<file path="src/rtl/pllcfg_pkg.sv">
package pllcfg_pkg;

   typedef enum logic [2:0] {
      ST_IDLE,
      ST_KHZ,
      ST_RATIO,
      ST_FDIV,
      ST_WR_F,
      ST_WR_R,
      ST_SETTLE
   } pll_state_e;

   // reference-divider ladder: ascending ratio limits and the code chosen below each
   localparam int RUNGS = 4;
   localparam int unsigned RUNG_LIMIT [RUNGS] = '{8600, 12900, 16100, 64000};
   localparam logic [3:0]  RUNG_CODE  [RUNGS] = '{4'd13, 4'd8, 4'd6, 4'd0};

   localparam int unsigned MILLI = 1000;

endpackage

</file>
<file path="src/rtl/pllcfg_divider.sv">
// Restoring serial divider: one quotient bit per cycle, W cycles per division.
module pllcfg_divider #(
   parameter int W = 32
) (
   input  logic         clk,
   input  logic         rst_n,
   input  logic         start,
   input  logic [W-1:0] num,
   input  logic [W-1:0] den,
   output logic         fin_pulse,
   output logic [W-1:0] quo
);
   localparam int CW = $clog2(W + 1);

   generate
      if (W < 2) begin : g_bad_width
         $error("pllcfg_divider: W must be at least 2");
      end
   endgenerate

   logic [W-1:0]  rem_q, quo_q, num_q, den_q;
   logic [CW-1:0] left_q;
   logic          run_q;
   logic [W:0]    shifted, trial;

   always_comb begin
      shifted = {rem_q, quo_q[W-1]};
      trial   = shifted - {1'b0, den_q};
   end

   always_ff @(posedge clk) begin
      if (!rst_n) begin
         rem_q     <= '0;
         quo_q     <= '0;
         num_q     <= '0;
         den_q     <= '0;
         left_q    <= '0;
         run_q     <= 1'b0;
         fin_pulse <= 1'b0;
      end else begin
         fin_pulse <= 1'b0;
         if (start) begin
            rem_q  <= '0;
            quo_q  <= num;
            num_q  <= num;
            den_q  <= den;
            left_q <= CW'(W);
            run_q  <= 1'b1;
         end else if (run_q) begin
            if (!trial[W]) begin
               rem_q <= trial[W-1:0];
               quo_q <= {quo_q[W-2:0], 1'b1};
            end else begin
               rem_q <= shifted[W-1:0];
               quo_q <= {quo_q[W-2:0], 1'b0};
            end
            left_q <= left_q - 1'b1;
            if (left_q == CW'(1)) begin
               run_q     <= 1'b0;
               fin_pulse <= 1'b1;
            end
         end
      end
   end

   assign quo = quo_q;

   // the result is the truncated quotient of the captured operands
   logic [2*W-1:0] chk_prod;
   assign chk_prod = {{W{1'b0}}, quo_q} * {{W{1'b0}}, den_q};

   a_r3_quotient_exact: assert property (@(posedge clk) disable iff (!rst_n)
      (fin_pulse && den_q != '0) |->
         (chk_prod <= {{W{1'b0}}, num_q}) &&
         (({{W{1'b0}}, num_q} - chk_prod) < {{W{1'b0}}, den_q}));

endmodule

</file>
<file path="src/rtl/pllcfg_rsel.sv">
// Reference-code ladder: the lowest rung whose limit exceeds the ratio wins.
module pllcfg_rsel #(
   parameter int W = 32
) (
   input  logic [W-1:0] ratio,
   output logic [3:0]   code,
   output logic         miss
);
   import pllcfg_pkg::*;

   logic [RUNGS-1:0] below;

   generate
      for (genvar g = 0; g < RUNGS; g++) begin : g_rung
         assign below[g] = (ratio < W'(RUNG_LIMIT[g]));
         if (g > 0) begin : g_order
            if (RUNG_LIMIT[g] <= RUNG_LIMIT[g-1]) begin : g_bad_order
               $error("pllcfg_rsel: ladder limits must ascend");
            end
         end
      end
   endgenerate

   always_comb begin
      code = '0;
      for (int i = RUNGS - 1; i >= 0; i--) begin
         if (below[i]) code = RUNG_CODE[i];
      end
   end

   assign miss = ~below[RUNGS-1];

endmodule

</file>
<file path="src/rtl/pllcfg_settle.sv">
// Settling timer: counts TICKS microsecond pulses after being armed.
module pllcfg_settle #(
   parameter int unsigned TICKS = 30000
) (
   input  logic clk,
   input  logic rst_n,
   input  logic arm,
   input  logic tick,
   output logic expired
);
   localparam int CW = (TICKS > 1) ? $clog2(TICKS + 1) : 1;
   localparam logic [CW-1:0] LAST = CW'(TICKS - 1);

   generate
      if (TICKS == 0) begin : g_bad_ticks
         $error("pllcfg_settle: TICKS must be at least 1");
      end
   endgenerate

   logic          active_q;
   logic [CW-1:0] cnt_q;

   assign expired = active_q && tick && (cnt_q == LAST);

   always_ff @(posedge clk) begin
      if (!rst_n) begin
         active_q <= 1'b0;
         cnt_q    <= '0;
      end else if (arm) begin
         active_q <= 1'b1;
         cnt_q    <= '0;
      end else if (expired) begin
         active_q <= 1'b0;
      end else if (active_q && tick) begin
         cnt_q <= cnt_q + 1'b1;
      end
   end

   // without a tick the settle count stands still
   a_r8_hold_without_tick: assert property (@(posedge clk) disable iff (!rst_n)
      (active_q && !tick && !arm) |=> $stable(cnt_q));

endmodule

</file>
<file path="src/rtl/pllcfg_solver.sv">
module pllcfg_solver #(
   parameter int          DW         = 32,
   parameter int unsigned FIN_MIN_HZ = 5_000_000,
   parameter int unsigned FIN_MAX_HZ = 70_000_000,
   parameter int unsigned FAST_HZ    = 133_333_333,
   parameter int unsigned BASE_HZ    = 100_000_000,
   parameter int unsigned SETTLE_US  = 30_000,
   parameter int unsigned F_MAX      = 127,
   parameter logic [7:0]  F_IDX      = 8'h02,
   parameter logic [7:0]  R_IDX      = 8'h03,
   localparam int         FW         = $clog2(F_MAX + 1)
) (
   input  logic          clk,
   input  logic          rst_n,
   input  logic          start,
   input  logic          fast_mode,
   input  logic [DW-1:0] fin_hz,
   input  logic          us_tick,
   output logic [FW-1:0] f_code,
   output logic [3:0]    r_code,
   output logic          err_clk,
   output logic          err_ratio,
   output logic          err_f,
   output logic          reg_wr,
   output logic [7:0]    reg_idx,
   output logic [7:0]    reg_dat,
   output logic          done
);
   import pllcfg_pkg::*;

   generate
      if (DW < 32) begin : g_bad_dw
         $error("pllcfg_solver: DW must be at least 32");
      end
      if (FIN_MIN_HZ < MILLI || FIN_MIN_HZ > FIN_MAX_HZ) begin : g_bad_band
         $error("pllcfg_solver: input band must start at 1 kHz or above and be ordered");
      end
      if (F_MAX < 1 || F_MAX > 255) begin : g_bad_fmax
         $error("pllcfg_solver: F_MAX must fit the data byte");
      end
   endgenerate

   localparam logic [DW-1:0] LO_HZ   = DW'(FIN_MIN_HZ);
   localparam logic [DW-1:0] HI_HZ   = DW'(FIN_MAX_HZ);
   localparam logic [DW-1:0] FAST_T  = DW'(FAST_HZ);
   localparam logic [DW-1:0] BASE_T  = DW'(BASE_HZ);
   localparam logic [DW-1:0] KILO    = DW'(MILLI);
   localparam logic [DW-1:0] Q_LOW   = DW'(2);
   localparam logic [DW-1:0] Q_HIGH  = DW'(F_MAX + 2);

   pll_state_e    st_q;
   logic          mode_q;
   logic          div_go;
   logic [DW-1:0] div_num, div_den, div_q;
   logic          div_fin;
   logic [3:0]    r_pick, r_work;
   logic          r_miss;
   logic          settle_done;
   logic [DW-1:0] scale;
   logic [FW-1:0] f_q;
   logic [3:0]    r_q;

   pllcfg_divider #(.W(DW)) u_div (
      .clk       (clk),
      .rst_n     (rst_n),
      .start     (div_go),
      .num       (div_num),
      .den       (div_den),
      .fin_pulse (div_fin),
      .quo       (div_q)
   );

   pllcfg_rsel #(.W(DW)) u_rsel (
      .ratio (div_q),
      .code  (r_pick),
      .miss  (r_miss)
   );

   pllcfg_settle #(.TICKS(SETTLE_US)) u_settle (
      .clk     (clk),
      .rst_n   (rst_n),
      .arm     (st_q == ST_WR_R),
      .tick    (us_tick),
      .expired (settle_done)
   );

   assign scale = DW'(r_pick) + Q_LOW;

   always_ff @(posedge clk) begin
      if (!rst_n) begin
         st_q      <= ST_IDLE;
         mode_q    <= 1'b0;
         div_go    <= 1'b0;
         div_num   <= '0;
         div_den   <= '0;
         r_work    <= '0;
         f_q       <= '0;
         r_q       <= '0;
         err_clk   <= 1'b0;
         err_ratio <= 1'b0;
         err_f     <= 1'b0;
         done      <= 1'b0;
      end else begin
         div_go <= 1'b0;
         case (st_q)
            ST_IDLE: begin
               if (start) begin
                  done      <= 1'b0;
                  err_clk   <= 1'b0;
                  err_ratio <= 1'b0;
                  err_f     <= 1'b0;
                  f_q       <= '0;
                  r_q       <= '0;
                  mode_q    <= fast_mode;
                  if (fin_hz < LO_HZ || fin_hz > HI_HZ) begin
                     err_clk <= 1'b1;
                     done    <= 1'b1;
                  end else begin
                     div_num <= fin_hz;
                     div_den <= KILO;
                     div_go  <= 1'b1;
                     st_q    <= ST_KHZ;
                  end
               end
            end
            ST_KHZ: begin
               if (div_fin) begin
                  div_num <= mode_q ? FAST_T : BASE_T;
                  div_den <= div_q;
                  div_go  <= 1'b1;
                  st_q    <= ST_RATIO;
               end
            end
            ST_RATIO: begin
               if (div_fin) begin
                  if (r_miss) begin
                     err_ratio <= 1'b1;
                     done      <= 1'b1;
                     st_q      <= ST_IDLE;
                  end else begin
                     r_work  <= r_pick;
                     div_num <= div_q * scale;
                     div_den <= KILO;
                     div_go  <= 1'b1;
                     st_q    <= ST_FDIV;
                  end
               end
            end
            ST_FDIV: begin
               if (div_fin) begin
                  if (div_q < Q_LOW || div_q > Q_HIGH) begin
                     err_f <= 1'b1;
                     done  <= 1'b1;
                     st_q  <= ST_IDLE;
                  end else begin
                     f_q  <= FW'(div_q - Q_LOW);
                     r_q  <= r_work;
                     st_q <= ST_WR_F;
                  end
               end
            end
            ST_WR_F:   st_q <= ST_WR_R;
            ST_WR_R:   st_q <= ST_SETTLE;
            ST_SETTLE: begin
               if (settle_done) begin
                  done <= 1'b1;
                  st_q <= ST_IDLE;
               end
            end
            default:   st_q <= ST_IDLE;
         endcase
      end
   end

   always_comb begin
      reg_wr  = 1'b0;
      reg_idx = '0;
      reg_dat = '0;
      if (st_q == ST_WR_F) begin
         reg_wr  = 1'b1;
         reg_idx = F_IDX;
         reg_dat = 8'(f_q);
      end else if (st_q == ST_WR_R) begin
         reg_wr  = 1'b1;
         reg_idx = R_IDX;
         reg_dat = 8'(r_q);
      end
   end

   assign f_code = f_q;
   assign r_code = r_q;

   // the feedback write is always followed by the reference write
   a_r7_f_then_r: assert property (@(posedge clk) disable iff (!rst_n)
      (reg_wr && reg_idx == F_IDX) |=> (reg_wr && reg_idx == R_IDX));

   // the reference write never comes without the feedback write just before
   a_r7_r_after_f: assert property (@(posedge clk) disable iff (!rst_n)
      (reg_wr && reg_idx == R_IDX) |-> $past(reg_wr && reg_idx == F_IDX));

   // the written feedback code stays within its range
   a_r6_f_bound: assert property (@(posedge clk) disable iff (!rst_n)
      (reg_wr && reg_idx == F_IDX) |-> (reg_dat <= 8'(F_MAX)));

   // a finished block does not write, and at most one error is raised
   a_r9_done_quiet: assert property (@(posedge clk) disable iff (!rst_n)
      done |-> !reg_wr);

   a_r9_single_error: assert property (@(posedge clk) disable iff (!rst_n)
      $onehot0({err_clk, err_ratio, err_f}));

   // a clock error only appears right after a start
   a_r2_clk_err_on_start: assert property (@(posedge clk) disable iff (!rst_n)
      $rose(err_clk) |-> $past(start));

   // an error result leaves both codes at zero
   a_r11_codes_zero_on_err: assert property (@(posedge clk) disable iff (!rst_n)
      (done && (err_clk || err_ratio || err_f)) |-> (f_code == '0 && r_code == '0));

endmodule

</file>
<file path="config.mk">
export PLATFORM = sky130hd
export DESIGN_NAME = pllcfg_solver
export DESIGN_NICKNAME = d
export VERILOG_FILES = /design/src/rtl/pllcfg_pkg.sv /design/src/rtl/pllcfg_divider.sv /design/src/rtl/pllcfg_rsel.sv /design/src/rtl/pllcfg_settle.sv /design/src/rtl/pllcfg_solver.sv
export SDC_FILE = /design/constraint.sdc
export NUM_CORES = 1
export LEC_CHECK = 0
export BUFFER_PORTS_ARGS = -buffer_cell sky130_fd_sc_hd__clkbuf_2
export CORE_MARGIN = 2
export CORE_UTILIZATION = 35
export CTS_BUF_LIST = sky130_fd_sc_hd__clkbuf_8
export CTS_CLUSTER_DIAMETER = 60
export DETAILED_ROUTE_END_ITERATION = 10
export GPL_TIMING_DRIVEN = 0
export PLACE_DENSITY = 0.53
export SLEW_MARGIN = 20
export SYNTH_ARGS = -nofsm -noshare
export SYNTH_HDL_FRONTEND = slang
export SYNTH_HIERARCHICAL = 1
export SYNTH_SLANG_ARGS = --single-unit
</file>
<file path="constraint.sdc">
create_clock -name clk -period 7.95 [get_ports clk]
set_input_delay 0.3975 -clock clk [delete_from_list [all_inputs] [get_ports clk]]
set_output_delay 0.3975 -clock clk [all_outputs]
set_load 0.05 [all_outputs]
</file>
==> impl_results.md <==
* Status: finished clean
* Vias per cell at between 5 and 6
* Maxcap violations at 0
* Gr ovfl total at 0
* Vias in the first global route at 14100
* CTS max path bufs at 3
* Post-synth top area cell: dfxtp_1
* Largest cells by area after synthesis: dfxtp_1, fa_1, mux2i_1
* Initial cell density of the core at 35.3%
* Post-CTS Hold Fix Bufs at 0
* Avg WL per Cell at 18.8 µm
* GR Util met2 at between 30% and 40%
* Primary FF master, synth: dfxtp_1
* Share of cells above drive strength 1 at between 8 and 9%
* Die Height at around 220 µm
* VDD IR-drop max at just under 0.09 mV
* # setup viols final at 0
* Slew HR at 24.6%
* Mapped Cells at 1968
* Crit. End Element: register
* CP arrival at 8.11 ns
* FMAX at ~130 MHz
* FP Rows at 78
* Post-route ant nets at 0
* HPWL after DPL at slightly below 40000 µm
* Largest net degree at the start of global routing at 15
* Placed Cells at 2635
* Vias at roughly 14000
* GR met1 Demand/Resource at between 20% and 30%
* Setup Skew at 0.0280 ns
* Initial antenna violation count at 0
* Pleak at 7.63 nW
* DIE AREA at 47200 µm²
* First-pass GRT wire length at 79800 µm
* RSZ-0062 raised after global routing: false
* Routed WL at 50900 µm
* CP Launch Type: register
* Seq/Total Area, Yosys at 26.2%
* Syn_area_per_cell at 8.08 µm²
* Resize count post-CTS at 3
* Worst-path fanout max at 11
* Fin cells at roughly 2700
* Final hold slack at 0.0629 ns
* Clock slew at reported path FFs at 0.06 ns
* Final Max Tran Viols at 0
* Period utilization at 96.4%
* Initial drt markers at 782
* Core box area at 45100 µm²
* Setup ws final at between 0.2 and 0.3 ns
* Gr usage total at between 20% and 30%
* Post-CTS setup buffer count at 0
* Synth top area share at 26.2%
* Detailed Routing Iterations Pass 1 at 5
* IO buf count at 61
* Endpoints failing hold at 0
* Layout net count at 2268
* Worst-margin pin slew at 1.12 ns
* Worst hold path class: primary input to register
* Post-Place Setup Slack at -0.231 ns
* Area grow syn2layout at 12.3%
* Pwr dens at between 100 and 150 nW/µm²
* Gr busiest metal: met2
* Die W at roughly 220 µm
* Final core occ at 39.6%
* Total CTS buffers at 39
* CTS tree: built
* Post-synthesis cell area at 15900 µm²
* Clk Latency, worst-skew pair at 0.56 ns
* # DRC at 0
* H-tree Lvls at 2
* Synth async-reset ratio at 0%
* FF+latch count, synth at 208
* GR met3 Demand/Resource at 2.95%
* Worst Path Required at 8.40 ns
* Clock Tree Root: clkbuf_8
* Min cycle time layout at 7.66 ns
* Number of flops mapped to enable cells by yosys at 0
* Crit path kind: register to register
* CTS sink cnt at 208
* GP Congestion at 0.910
* Yosys warning count at 6
* Netlist cell types at 81
* Diodes inserted at 0
* I/O Pins at 69
==> cell type report <==
type | instances | area (µm²)
flip-flops and latches | 208 | 4170
clock buffers | 54 | 743
fillers | 4715 | 27200
repair buffers | 61 | 305
clock inverters | 16 | 125
well taps | 600 | 751
plain buffers | 118 | 566
inverters | 165 | 619
multi-input cells | 1483 | 10600
==> cell usage after synthesis, types with 7 or more instances <==
| cell | n |
|---|---|
| nand4_1 | 15 |
| o21a_1 | 11 |
| buf_6 | 10 |
| o211ai_1 | 12 |
| a21oi_1 | 149 |
| or3_1 | 7 |
| nand3_1 | 67 |
| clkbuf_1 | 86 |
| and2_1 | 116 |
| buf_1 | 8 |
| ha_1 | 71 |
| o211a_1 | 10 |
| nand2b_1 | 16 |
| nor2_1 | 101 |
| xor2_1 | 30 |
| a221oi_1 | 7 |
| a31oi_1 | 14 |
| o2111ai_1 | 7 |
| nand2_1 | 212 |
| o21ai_0 | 128 |
| nor3_1 | 26 |
| buf_4 | 10 |
| nor3b_1 | 12 |
| and3_1 | 8 |
| nor4_1 | 16 |
| a21o_1 | 31 |
| fa_1 | 84 |
| nor2b_1 | 74 |
| mux2i_1 | 99 |
| inv_1 | 164 |
| dfxtp_1 | 208 |
| o21bai_1 | 7 |
| a21boi_0 | 8 |
| a211oi_1 | 11 |
| xnor2_1 | 36 |
==> cells in the final DEF, fill, tap and decap left out, types with 10 or more instances in the layout <==
| cell | count |
|---|---|
| nor3_1 | 26 |
| ha_1 | 71 |
| xor2_1 | 30 |
| o211a_1 | 10 |
| a211oi_1 | 10 |
| a21o_1 | 31 |
| nor2b_1 | 74 |
| clkbuf_2 | 65 |
| nand4_1 | 15 |
| o211ai_1 | 12 |
| nor4_1 | 16 |
| a21oi_1 | 148 |
| a31oi_1 | 14 |
| nand3_1 | 67 |
| clkbuf_1 | 82 |
| inv_1 | 173 |
| fa_1 | 84 |
| clkbuf_8 | 54 |
| o21ai_0 | 128 |
| xnor2_1 | 36 |
| nor3b_1 | 12 |
| buf_6 | 10 |
| and2_1 | 116 |
| dfxtp_1 | 207 |
| nand2b_1 | 16 |
| nand2_1 | 212 |
| mux2i_1 | 99 |
| buf_4 | 10 |
| o21a_1 | 11 |
| nor2_1 | 100 |
==> through the flow <==
| step | cell area [µm²] | total power [mW] | TNS [ns] |
|---|---|---|---|
| after floorplan | 15900 | 1.23 | 0 |
| after global placement | 17000 | 1.29 | -0.548 |
| after detailed placement | 17000 | 1.30 | -0.492 |
| after CTS | 17900 | 2.46 | 0 |
| after global routing | 17900 | 2.53 | 0 |
| final | 17900 | 2.43 | 0 |
==> routing by layer <==
metal	part of all wire (%)	vias to the layer above
li1	-	6939
met1	45	6842
met2	46	402
met3	5.1	89
met4	3.5	0
met5	0	-
==> state kept, by name, summed over array words and instances, names as in the netlist, 3 cells and up <==
register        count
div_den            32
div_num            32
u_div/den_q        32
u_div/quo          32
u_div/rem_q        32
u_settle/cnt_q     15
f_code              7
u_div/left_q        6
r_code              4
r_work              4
st_q                3
==> critical path, cell delays in order (launching register included) <==
cell and delay, ns:
dfxtp_1 0.53, nor2_1 0.36, o211ai_2 0.15, a21oi_2 0.19
o31ai_1 0.13, nor2_2 0.30, ha_1 0.22, xor2_1 0.22
clkbuf_2 0.33, clkbuf_1 0.45, and2_1 0.23, fa_1 0.45
fa_1 0.55, inv_1 0.06, fa_1 0.54, inv_1 0.05
ha_1 0.39, and4_1 0.28, a21o_1 0.21, a211oi_2 0.38
nor2_1 0.19, a31oi_1 0.34, a21oi_1 0.12, nor4b_1 0.54
o21bai_1 0.15, a32o_1 0.21
==> final timing paths <==
| path | start | end | slack (ns) | cells past startpoint |
|---|---|---|---|---|
| max | u_div/quo[14] | div_num[25] | 0.29 | 25 |
| min | fast_mode | mode_q | 0.06 | 3 |
| max reg2reg | u_div/quo[14] | div_num[25] | 0.29 | 25 |
| min reg2reg | div_den[21] | div_den[21] | 0.45 | 2 |
==> kinds of logic (layout without fill, tap and decap cells) <==
family,count (synthesis),in the layout,synth area share (%)
compound gates,458,458,18.1
xor+xnor,67,67,3.74
fa+ha+maj,155,155,16.2
buf+inv,283,414,7.42
flops,208,208,26.2
mux,99,99,6.23
other cells,1,7,0.0236
simple gates,697,697,22.2
==> power by group <==
part           internal (mW)  switching [mW]  leakage [nW]
combinational         0.0845           0.137          5.48
clock                  0.669           0.490         0.481
sequential              1.05         0.00442          1.68
total                   1.80           0.632          7.63
(Power assumes the default switching activity.)
